File: config.mk
export PLATFORM = sky130hd
export DESIGN_NAME = burst_addr_gen
export DESIGN_NICKNAME = d
export VERILOG_FILES = /design/src/rtl/burst_pkg.sv /design/src/rtl/burst_beat_ctrl.sv /design/src/rtl/burst_order_map.sv /design/src/rtl/burst_addr_gen.sv
export SDC_FILE = /design/constraint.sdc
export NUM_CORES = 1
export LEC_CHECK = 0
export BUFFER_PORTS_ARGS = -buffer_cell sky130_fd_sc_hd__buf_4
export CORE_AREA = 8 8 67 69
export CTS_CLUSTER_DIAMETER = 40
export DETAILED_ROUTE_END_ITERATION = 7
export DIE_AREA = 0 0 75 77
export PLACE_DENSITY_LB_ADDON = 0.1
export SYNTH_ARGS = -nofsm -noshare
export SYNTH_HDL_FRONTEND = slang
export SYNTH_SLANG_ARGS = --single-unit
File: constraint.sdc
create_clock -name clk -period 1.2 [get_ports clk]
set_input_delay 0.06 -clock clk [delete_from_list [all_inputs] [get_ports clk]]
set_output_delay 0.06 -clock clk [all_outputs]
set_load 0.02 [all_outputs]
File: src/rtl/burst_pkg.sv
package burst_pkg;
  localparam int BEAT_W = 2;
  typedef logic [BEAT_W-1:0] beat_t;

  // Low address bits for a given beat index and start offset.
  function automatic beat_t beat_low(input beat_t start, input beat_t idx, input logic use_xor);
    beat_t r;
    if (use_xor) r = start ^ idx;
    else         r = start + idx;
    return r;
  endfunction
endpackage

File: src/rtl/burst_beat_ctrl.sv
module burst_beat_ctrl
  import burst_pkg::*;
(
  input  logic  clk,
  input  logic  rst,
  input  logic  take_load,
  input  logic  take_desel,
  input  logic  take_step,
  output logic  live,
  output beat_t beat,
  output beat_t beat_nxt
);
  assign beat_nxt = beat + beat_t'(1);

  always_ff @(posedge clk) begin
    if (rst) begin
      live <= 1'b0;
      beat <= '0;
    end else if (take_load) begin
      live <= 1'b1;
      beat <= '0;
    end else if (take_desel) begin
      live <= 1'b0;
    end else if (take_step && live) begin
      beat <= beat_nxt;
    end
  end
endmodule

File: src/rtl/burst_order_map.sv
module burst_order_map
  import burst_pkg::*;
(
  input  beat_t start_lo,
  input  beat_t idx,
  input  logic  use_xor,
  output beat_t low_out
);
  always_comb low_out = beat_low(start_lo, idx, use_xor);
endmodule

File: src/rtl/burst_addr_gen.sv
module burst_addr_gen
  import burst_pkg::*;
#(
  parameter int ADDR_W = 18
) (
  input  logic              clk,
  input  logic              rst,
  input  logic              clk_en,
  input  logic              adv_not_load,
  input  logic              chip_sel,
  input  logic              order_xor,
  input  logic [ADDR_W-1:0] ext_addr,
  output logic [ADDR_W-1:0] mem_addr
);
  localparam int HI_W = ADDR_W - BEAT_W;

  logic        do_load, do_desel, do_step;
  logic        burst_live;
  beat_t       beat_q, beat_nxt, next_lo;
  logic [ADDR_W-1:0] base_q;

  assign do_load  = clk_en && !adv_not_load && chip_sel;
  assign do_desel = clk_en && !adv_not_load && !chip_sel;
  assign do_step  = clk_en && adv_not_load;

  burst_beat_ctrl u_ctrl (
    .clk        (clk),
    .rst        (rst),
    .take_load  (do_load),
    .take_desel (do_desel),
    .take_step  (do_step),
    .live       (burst_live),
    .beat       (beat_q),
    .beat_nxt   (beat_nxt)
  );

  burst_order_map u_map (
    .start_lo (base_q[BEAT_W-1:0]),
    .idx      (beat_nxt),
    .use_xor  (order_xor),
    .low_out  (next_lo)
  );

  always_ff @(posedge clk) begin
    if (rst) begin
      base_q   <= '0;
      mem_addr <= '0;
    end else if (do_load) begin
      base_q   <= ext_addr;
      mem_addr <= ext_addr;
    end else if (do_step && burst_live) begin
      mem_addr <= {base_q[ADDR_W-1 -: HI_W], next_lo};
    end
  end
endmodule

==> report_table.html, run 1 <==
<table>
<tr><th>Metric</th><th>Value</th></tr>
<tr><th colspan="2">Die</th></tr>
<tr><td>Effective utilization at floorplan</td><td>44.17%</td></tr>
<tr><td>Die extent in x</td><td>75 um</td></tr>
<tr><td>I/O pin count</td><td>42</td></tr>
<tr><td>Total number of placement rows</td><td>22</td></tr>
<tr><td>Die Y-Extent</td><td>slightly below 80 um</td></tr>
<tr><td>Core box area</td><td>~3500 um2</td></tr>
<tr><td>Die area</td><td>between 5000 and 6000 um2</td></tr>
<tr><th colspan="2">Status</th></tr>
<tr><td>Status</td><td>finished clean</td></tr>
<tr><th colspan="2">Logic synthesis</th></tr>
<tr><td>Syn Nets</td><td>171</td></tr>
<tr><td>Yosys Warn Count</td><td>0</td></tr>
<tr><td>Post-synth top cells</td><td>sky130_fd_sc_hd__dfxtp_1 (39), sky130_fd_sc_hd__a21oi_1 (20), sky130_fd_sc_hd__mux2i_1 (16), sky130_fd_sc_hd__nor2_1 (16), sky130_fd_sc_hd__a211oi_2 (9)</td></tr>
<tr><td>Cell type with the largest total area after synthesis</td><td>sky130_fd_sc_hd__dfxtp_1</td></tr>
<tr><td>Netlist Area Pre-Place</td><td>1544 um2</td></tr>
<tr><td>Sequential-to-total area share from yosys stat</td><td>50.57%</td></tr>
<tr><td>Share of Yosys cell area claimed by the top area cell type</td><td>50.57%</td></tr>
<tr><td>Number of instances in the synthesized netlist</td><td>approximately 150</td></tr>
<tr><td>Async set-or-reset flop fraction in the synthesized netlist</td><td>0%</td></tr>
<tr><td>Number of library cell types mapped by synthesis</td><td>30</td></tr>
<tr><td>Most frequently used cell type in the post-synthesis netlist</td><td>sky130_fd_sc_hd__dfxtp_1</td></tr>
<tr><td>Post-synth EDFFs</td><td>0</td></tr>
<tr><td>Area contributors post-synth</td><td>sky130_fd_sc_hd__dfxtp_1 (51%), sky130_fd_sc_hd__mux2i_1 (10%), sky130_fd_sc_hd__a211oi_2 (7.3%)</td></tr>
<tr><td>Synthesized area per cell</td><td>10.58 um2</td></tr>
<tr><td>Post-synthesis register bit count</td><td>39</td></tr>
<tr><td>Leading register cell type out of synthesis</td><td>sky130_fd_sc_hd__dfxtp_1</td></tr>
<tr><th colspan="2">Route</th></tr>
<tr><td>Detailed Route Iter0 Violations</td><td>72</td></tr>
<tr><td>DRT antenna net count</td><td>0</td></tr>
<tr><td>Routed length per placed instance</td><td>13.86 um</td></tr>
<tr><td>Post-DR vias/cell</td><td>5.035</td></tr>
<tr><td>DRC violation count after routing</td><td>0</td></tr>
<tr><td>Vias post-DR</td><td>around 1,300</td></tr>
<tr><td>Routed wire length</td><td>3.576 mm</td></tr>
<tr><td>Number of iterations in the first detailed-routing pass</td><td>4</td></tr>
<tr><th colspan="2">Place</th></tr>
<tr><td>Post-detailed-placement half-perimeter wirelength</td><td>~2.4 mm</td></tr>
<tr><td>Global placer's final weighted congestion</td><td>0.7249</td></tr>
<tr><td>Post-place instance area</td><td>1939 um2</td></tr>
<tr><td>Worst-case setup slack after placement</td><td>-0.06468 ns</td></tr>
<tr><td>Count of buffers inserted at the top-level ports</td><td>41</td></tr>
<tr><td>Placed cells</td><td>235</td></tr>
<tr><th colspan="2">GRT</th></tr>
<tr><td>Initial antenna violation count</td><td>0</td></tr>
<tr><td>Maximum number of pins on one net before global-route repair</td><td>24</td></tr>
<tr><td>Wire length of the first global-routing pass</td><td>5.816 mm</td></tr>
<tr><td>Aggregate global routing overflow</td><td>0</td></tr>
<tr><td>GRT Total Usage</td><td>12.85%</td></tr>
<tr><td>Vias in the first global route</td><td>1,315</td></tr>
<tr><th colspan="2">STA</th></tr>
<tr><td>Number of failing setup endpoints in the final timing report</td><td>0</td></tr>
<tr><td>Worst Clk Skew</td><td>0.002549 ns</td></tr>
<tr><td>Number of pins exceeding their max-slew limit in the final report</td><td>0</td></tr>
<tr><td>Timing-limited maximum frequency</td><td>~840 MHz</td></tr>
<tr><td>Setup repair after global routing missed its margin</td><td>true</td></tr>
<tr><td>Shortest clock period the worst path allows after layout</td><td>1.192 ns</td></tr>
<tr><td>Slack of the critical path</td><td>0.007660 ns</td></tr>
<tr><td>Max-Slew Margin vs Limit</td><td>between 80% and 90%</td></tr>
<tr><td>Final period util</td><td>99.36%</td></tr>
<tr><td>Hold violation count in the final report</td><td>0</td></tr>
<tr><td>Least-Margin Pin Slew</td><td>0.2634 ns</td></tr>
<tr><td>Hold Slack</td><td>0.01752 ns</td></tr>
<tr><th colspan="2">Setup path</th></tr>
<tr><td>CP endpoint kind</td><td>register</td></tr>
<tr><td>Terminus of the critical flop-to-flop path</td><td>mem_addr[1]</td></tr>
<tr><td>Source of the critical timing path</td><td>u_ctrl.beat[0]</td></tr>
<tr><td>Delay of the slowest cell on the worst path</td><td>~0.34 ns</td></tr>
<tr><td>Worst EP arrival</td><td>1.46 ns</td></tr>
<tr><td>Worst R2R Start</td><td>u_ctrl.beat[0]</td></tr>
<tr><td>Critical Path Start Type</td><td>register</td></tr>
<tr><td>Slowest cell on the critical path</td><td>sky130_fd_sc_hd__dfxtp_2</td></tr>
<tr><td>Chain of cells forming the critical path</td><td>buf_6 &gt; xor2_2 &gt; xnor3_1 &gt; o221ai_1</td></tr>
<tr><td>Critical setup path kind</td><td>reg -&gt; reg</td></tr>
<tr><td>Stages on the worst setup path</td><td>4</td></tr>
<tr><td>Cell depth of the worst flop-to-flop path</td><td>4</td></tr>
<tr><td>Worst setup path endpoint</td><td>mem_addr[1]</td></tr>
<tr><td>Cell family with most CP delay</td><td>XOR/XNOR gates</td></tr>
<tr><td>Reg-to-reg slack, setup</td><td>0.008 ns</td></tr>
<tr><td>Buf+Inv Stages, Crit Path</td><td>1</td></tr>
<tr><td>Required @ worst endpoint</td><td>1.47 ns</td></tr>
<tr><td>Largest fanout of any net on the critical path</td><td>2</td></tr>
<tr><th colspan="2">Finish</th></tr>
<tr><td>Non-filler instance count after layout</td><td>between 200 and 300</td></tr>
<tr><td>Ratio of cells with drive above 1 in the final layout</td><td>36.67%</td></tr>
<tr><td>Layout overhead on the synthesized area</td><td>41.09%</td></tr>
<tr><td>Antenna diode instance count</td><td>0</td></tr>
<tr><td>Post-Layout Inst Area</td><td>2178 um2</td></tr>
<tr><td>Number of nets at the end of the flow</td><td>235</td></tr>
<tr><th colspan="2">CTS</th></tr>
<tr><td>Bufs on Longest Clock Path</td><td>2</td></tr>
<tr><td>Clock net sink count</td><td>39</td></tr>
<tr><td>Setup bufs post-CTS</td><td>0</td></tr>
<tr><td>CTS Root Buffer Type</td><td>sky130_fd_sc_hd__clkbuf_4</td></tr>
<tr><td>Total clock buffers created by CTS</td><td>5</td></tr>
<tr><td>Clock slew seen by the registers of the worst setup and hold paths</td><td>about 0.1 ns</td></tr>
<tr><td>Clock tree from TritonCTS</td><td>done</td></tr>
<tr><td>Insertion delay of the later-clocked pin in the worst-skew pair</td><td>0.34 ns</td></tr>
<tr><td>Depth of the CTS H-tree</td><td>2</td></tr>
<tr><th colspan="2">Pwr</th></tr>
<tr><td>Pwr per Cell Area</td><td>1147 nW/um2</td></tr>
<tr><td>Static leakage</td><td>between 0.8 and 0.9 nW</td></tr>
<tr><td>Total design power</td><td>2.499 mW</td></tr>
<tr><td>Maximum vdd drop</td><td>720.2 uV</td></tr>
<tr><th colspan="2">Job</th></tr>
<tr><td>Count of max-cap constraint violations</td><td>0</td></tr>
<tr><th colspan="2">Min path</th></tr>
<tr><td>Type of the tightest min-delay check</td><td>in -&gt; reg</td></tr>
</table>
sequential cells by signal, indices dropped and copies added (netlist names):
name and count:
base_q 18, mem_addr 18, u_ctrl.beat 2, u_ctrl.live 1
cell families after synthesis:
kind of cell,Yosys count,synth area share [%]
adder cells (fa/ha/maj),1,0.8102
AND/OR/NAND/NOR,32,9.968
multiplexers,17,11.34
XOR/XNOR,4,3.161
buffers and inverters,14,5.510
flip-flops,39,50.57
AO/OA/AOI/OAI,39,18.64
layout make-up:
type | instances | area [um2]
repair buffers | 69 | 574.3
clock inverters | 1 | 5.005
clock buffers | 6 | 51.30
well taps | 48 | 60.06
fillers | 324 | 1318
multi-input cells | 93 | 696.9
flip-flops and latches | 39 | 783.3
inverters | 2 | 7.507
metrics by stage:
stage	util [%]	TNS, ns
detailed placement	55.48	-0.06606
finish	62.31	0
global placement	55.48	-0.02279
global route	62.31	-0.05331
floorplan	-	-0.3358
CTS	62.06	0
what timing repair did:
action | in CTS | in global routing
pin swaps | 2 | 0
endpoints found under the setup margin | 1 | 4
gates resized for setup | 3 | 2
hold buffers | 16 | 0
hold endpoints to repair | 18 | 0
how the worst min path moves through the flow:
| stage | from | endpoint | depth (start not counted) |
|---|---|---|---|
| 4_1_cts | rst | u_ctrl.live | 2 |
| 6_report | rst | mem_addr[2] | 2 |
| 5_1_grt | rst | mem_addr[2] | 2 |
| 3_3_place_gp | ext_addr[1] | mem_addr[1] | 3 |
| 2_1_floorplan | ext_addr[1] | base_q[1] | 2 |
| 3_5_place_dp | ext_addr[1] | mem_addr[1] | 3 |
layout by cell type (no fill, tap or decap):
cell                             n
sky130_fd_sc_hd__nand4b_1        1
sky130_fd_sc_hd__nand3_1         1
sky130_fd_sc_hd__xor2_2          1
sky130_fd_sc_hd__nand4_1         1
sky130_fd_sc_hd__dfxtp_1        37
sky130_fd_sc_hd__buf_12          1
sky130_fd_sc_hd__dfxtp_2         2
sky130_fd_sc_hd__xor2_1          1
sky130_fd_sc_hd__nor2_1         16
sky130_fd_sc_hd__mux2i_1        16
sky130_fd_sc_hd__and3b_1         1
sky130_fd_sc_hd__nand3b_1        2
sky130_fd_sc_hd__ha_1            1
sky130_fd_sc_hd__buf_4          51
sky130_fd_sc_hd__nand2b_1        1
sky130_fd_sc_hd__xnor3_1         1
sky130_fd_sc_hd__mux2_4          1
sky130_fd_sc_hd__nor2b_2         1
sky130_fd_sc_hd__nor3_1          2
sky130_fd_sc_hd__a211oi_2       10
sky130_fd_sc_hd__clkbuf_8        1
sky130_fd_sc_hd__inv_1           2
sky130_fd_sc_hd__a311oi_1        1
sky130_fd_sc_hd__and2_4          1
sky130_fd_sc_hd__xnor2_1         1
sky130_fd_sc_hd__dlygate4sd3_1  16
sky130_fd_sc_hd__clkinv_2        1
sky130_fd_sc_hd__o21ai_0         1
sky130_fd_sc_hd__a211oi_1        6
sky130_fd_sc_hd__clkbuf_4        5
sky130_fd_sc_hd__a21oi_1        19
sky130_fd_sc_hd__a21oi_2         1
sky130_fd_sc_hd__nand2_1         5
sky130_fd_sc_hd__buf_6           1
sky130_fd_sc_hd__o221ai_1        1
metal layers:
metal	up-vias	wire, um	GRT usage [%]
li1	646	-	-
met1	614	1542	14.11
met2	32	1744	21.02
met3	7	232	4.291
met4	0	57	6.471
met5	-	0	0
worst reg2reg max path, cell delays in order, from the launching register on:
cell                       delay (ns)
sky130_fd_sc_hd__dfxtp_2         0.34
sky130_fd_sc_hd__buf_6           0.12
sky130_fd_sc_hd__xor2_2          0.17
sky130_fd_sc_hd__xnor3_1         0.32
sky130_fd_sc_hd__o221ai_1        0.18
where the power goes:
group,internal [mW],switching (mW),leakage [nW]
sequential,1.35,0.0282,0.319
clock,0.272,0.402,0.0341
combinational,0.228,0.217,0.524
Power figures use the tool's default switching activity.
==> inputs of run 2 (changes only) <==
--- a/config.mk
+++ b/config.mk
@@ -11,6 +11,7 @@
 export DETAILED_ROUTE_END_ITERATION = 7
 export DIE_AREA = 0 0 75 77
 export PLACE_DENSITY_LB_ADDON = 0.1
+export SETUP_SLACK_MARGIN = 0.02
 export SYNTH_ARGS = -nofsm -noshare
 export SYNTH_HDL_FRONTEND = slang
 export SYNTH_SLANG_ARGS = --single-unit
==> report_table.html, run 2 (synthesis gave the netlist of run 1 again) <==
<table>
<tr><th>Metric</th><th>Value</th></tr>
<tr><th colspan="2">Route</th></tr>
<tr><td>Number of iterations in the first detailed-routing pass</td><td>3</td></tr>
<tr><td>DRC violation count after routing</td><td>0</td></tr>
<tr><td>Routed wire length</td><td>3.639 mm</td></tr>
<tr><td>Routed length per placed instance</td><td>around 14 um</td></tr>
<tr><td>Detailed Route Iter0 Violations</td><td>between 50 and 60</td></tr>
<tr><td>Vias post-DR</td><td>roughly 1,300</td></tr>
<tr><td>DRT antenna net count</td><td>0</td></tr>
<tr><td>Post-DR vias/cell</td><td>4.969</td></tr>
<tr><th colspan="2">Place</th></tr>
<tr><td>Global placer's final weighted congestion</td><td>0.7249</td></tr>
<tr><td>Count of buffers inserted at the top-level ports</td><td>41</td></tr>
<tr><td>Post-detailed-placement half-perimeter wirelength</td><td>2.439 mm</td></tr>
<tr><td>Worst-case setup slack after placement</td><td>-0.06468 ns</td></tr>
<tr><th colspan="2">Setup path</th></tr>
<tr><td>Slowest cell on the critical path</td><td>sky130_fd_sc_hd__dfxtp_2</td></tr>
<tr><td>Required @ worst endpoint</td><td>1.47 ns</td></tr>
<tr><td>CP endpoint kind</td><td>register</td></tr>
<tr><td>Largest fanout of any net on the critical path</td><td>2</td></tr>
<tr><td>Worst R2R Start</td><td>u_ctrl.beat[0]</td></tr>
<tr><td>Critical Path Start Type</td><td>register</td></tr>
<tr><td>Reg-to-reg slack, setup</td><td>around 0.035 ns</td></tr>
<tr><td>Delay of the slowest cell on the worst path</td><td>~0.34 ns</td></tr>
<tr><td>Worst EP arrival</td><td>around 1.4 ns</td></tr>
<tr><td>Chain of cells forming the critical path</td><td>inv_1 &gt; ha_1 &gt; nor2b_4 &gt; xnor3_1 &gt; o221ai_1</td></tr>
<tr><td>Source of the critical timing path</td><td>u_ctrl.beat[0]</td></tr>
<tr><td>Critical setup path kind</td><td>reg -&gt; reg</td></tr>
<tr><th colspan="2">Die</th></tr>
<tr><td>Effective utilization at floorplan</td><td>44.17%</td></tr>
<tr><td>Total number of placement rows</td><td>22</td></tr>
<tr><td>Die area</td><td>5775 um2</td></tr>
<tr><td>Die Y-Extent</td><td>77 um</td></tr>
<tr><td>Die extent in x</td><td>about 75 um</td></tr>
<tr><td>Core box area</td><td>3496 um2</td></tr>
<tr><td>I/O pin count</td><td>42</td></tr>
<tr><th colspan="2">GRT</th></tr>
<tr><td>Wire length of the first global-routing pass</td><td>5.816 mm</td></tr>
<tr><td>Vias in the first global route</td><td>1,315</td></tr>
<tr><td>Initial antenna violation count</td><td>0</td></tr>
<tr><td>Maximum number of pins on one net before global-route repair</td><td>24</td></tr>
<tr><td>GRT Total Usage</td><td>12.85%</td></tr>
<tr><td>Met2 usage</td><td>a little over a fifth</td></tr>
<tr><td>GRT met3 Usage</td><td>4.291%</td></tr>
<tr><td>Aggregate global routing overflow</td><td>0</td></tr>
<tr><td>Routing usage on met1</td><td>approximately 14%</td></tr>
<tr><td>Most utilized layer in the global route result</td><td>met2</td></tr>
<tr><th colspan="2">STA</th></tr>
<tr><td>Max-Slew Margin vs Limit</td><td>82.08%</td></tr>
<tr><td>Timing-limited maximum frequency</td><td>858.3 MHz</td></tr>
<tr><td>Number of failing setup endpoints in the final timing report</td><td>0</td></tr>
<tr><td>Final period util</td><td>97.09%</td></tr>
<tr><td>Hold violation count in the final report</td><td>0</td></tr>
<tr><td>Number of pins exceeding their max-slew limit in the final report</td><td>0</td></tr>
<tr><td>Shortest clock period the worst path allows after layout</td><td>1.165 ns</td></tr>
<tr><td>Slack of the critical path</td><td>0.03487 ns</td></tr>
<tr><td>Worst Clk Skew</td><td>between 0.002 and 0.0025 ns</td></tr>
<tr><td>Least-Margin Pin Slew</td><td>0.2613 ns</td></tr>
<tr><td>Setup repair after global routing missed its margin</td><td>true</td></tr>
<tr><th colspan="2">Min path</th></tr>
<tr><td>Worst hold start</td><td>rst</td></tr>
<tr><td>Type of the tightest min-delay check</td><td>in -&gt; reg</td></tr>
<tr><th colspan="2">Job</th></tr>
<tr><td>Count of max-cap constraint violations</td><td>0</td></tr>
<tr><th colspan="2">Finish</th></tr>
<tr><td>Final core area utilization</td><td>62.56%</td></tr>
<tr><td>Most common cell after layout, fill and taps aside</td><td>sky130_fd_sc_hd__buf_4</td></tr>
<tr><td>Number of fill cells</td><td>roughly 320</td></tr>
<tr><td>Ratio of cells with drive above 1 in the final layout</td><td>36.49%</td></tr>
<tr><td>Most frequent cells in the layout</td><td>sky130_fd_sc_hd__buf_4 (51), sky130_fd_sc_hd__dfxtp_1 (37), sky130_fd_sc_hd__a21oi_1 (20)</td></tr>
<tr><td>Antenna diode instance count</td><td>0</td></tr>
<tr><td>Layout overhead on the synthesized area</td><td>41.65%</td></tr>
<tr><td>Number of nets at the end of the flow</td><td>between 200 and 250</td></tr>
<tr><td>Top Registers</td><td>base_q: 18 flops, mem_addr: 18 flops, u_ctrl.beat: 2 flops</td></tr>
<tr><th colspan="2">CTS</th></tr>
<tr><td>Depth of the CTS H-tree</td><td>2</td></tr>
<tr><td>Clock tree from TritonCTS</td><td>done</td></tr>
<tr><td>Insertion delay of the later-clocked pin in the worst-skew pair</td><td>0.34 ns</td></tr>
<tr><td>Bufs on Longest Clock Path</td><td>2</td></tr>
<tr><td>Clock net sink count</td><td>39</td></tr>
<tr><td>Clock slew seen by the registers of the worst setup and hold paths</td><td>0.10 ns</td></tr>
<tr><td>Total clock buffers created by CTS</td><td>5</td></tr>
<tr><td>Setup bufs post-CTS</td><td>0</td></tr>
<tr><td>CTS Root Buffer Type</td><td>sky130_fd_sc_hd__clkbuf_4</td></tr>
<tr><th colspan="2">Pwr</th></tr>
<tr><td>Reported net switching power</td><td>0.6469 mW</td></tr>
<tr><td>Maximum vdd drop</td><td>just over 700 uV</td></tr>
<tr><td>Part of the total power dissipated in combinational logic</td><td>17.9%</td></tr>
<tr><td>Static leakage</td><td>0.8805 nW</td></tr>
<tr><td>Clock share of power</td><td>a little over a quarter</td></tr>
<tr><td>Sequential cell fraction of total power</td><td>approximately 55%</td></tr>
<tr><td>Pwr per Cell Area</td><td>1143 nW/um2</td></tr>
<tr><td>Internal power summed over all cells</td><td>1.854 mW</td></tr>
<tr><td>Sw frac</td><td>25.87%</td></tr>
<tr><th colspan="2">Status</th></tr>
<tr><td>Status</td><td>finished clean</td></tr>
</table>
==> run 2: changes by cell type in the layout (fill, tap and decap cells not counted), sizes merged <==
cell / change
and2: +1
==> run 2: layer usage <==
layer | vias up | routed length (um)
li1 | 652 | -
met1 | 599 | 1588
met2 | 29 | 1755
met3 | 7 | 233
met4 | 0 | 62
met5 | - | 0
==> run 2: critical path, delay by kind of cell (launching register included) <==
family | cells | cell delay [ns]
compound gates | 1 | 0.18
flops | 1 | 0.34
xor+xnor | 1 | 0.21
buf+inv | 1 | 0.07
fa+ha+maj | 1 | 0.16
simple gates | 1 | 0.15
==> run 2: worst paths after layout <==
path,end,cells past startpoint
min reg2reg,base_q[0],2
min,mem_addr[2],2
max,mem_addr[1],5
max reg2reg,mem_addr[1],5
==> run 2: area by class of cell <==
class	count	area [um2]	share of cell area, %
timing repair buffer	69	574.3	26.26
multi-input combinational	94	705.7	32.27
clock buffer	6	51.30	2.346
sequential	39	783.3	35.81
tap	48	60.06	2.746
clock inverter	1	5.005	0.2288
inverter	2	7.507	0.3432
==> run 2: what timing repair did <==
action / CTS / global route
endpoints found under the hold margin: 18 / 0
gates cloned: 0 / 1
endpoints found under the setup margin: 1 / 9
pin swaps: 3 / 0
resized for setup: 3 / 2
hold buffers: 16 / 0
==> run 2: power groups by stage <==
| stage | combinational [mW] | clock (mW) | sequential [mW] |
|---|---|---|---|
| final | 0.448 | 0.672 | 1.38 |
| after global routing | 0.484 | 0.759 | 1.39 |
| after CTS | 0.448 | 0.704 | 1.38 |
| after detailed placement | 0.401 | 0 | 1.41 |
| after global placement | 0.396 | 0 | 1.41 |
| after floorplan | 0.188 | 0 | 1.45 |
==> run 2: per-stage QoR <==
stage | setup TNS [ns] | std cells | cell area, um2 | power, mW | hold WS [ns]
after global placement | -0.02279 | 235 | 1939 | 1.803 | 0.3141
after detailed placement | -0.06606 | 235 | 1939 | 1.810 | 0.3200
final | 0 | 259 | 2187 | 2.501 | 0.01913
after global routing | -0.06846 | 259 | 2187 | 2.630 | 0.01392
after floorplan | -0.3358 | 146 | 1546 | 1.638 | 0.1960
after CTS | 0 | 258 | 2170 | 2.532 | 0.005533
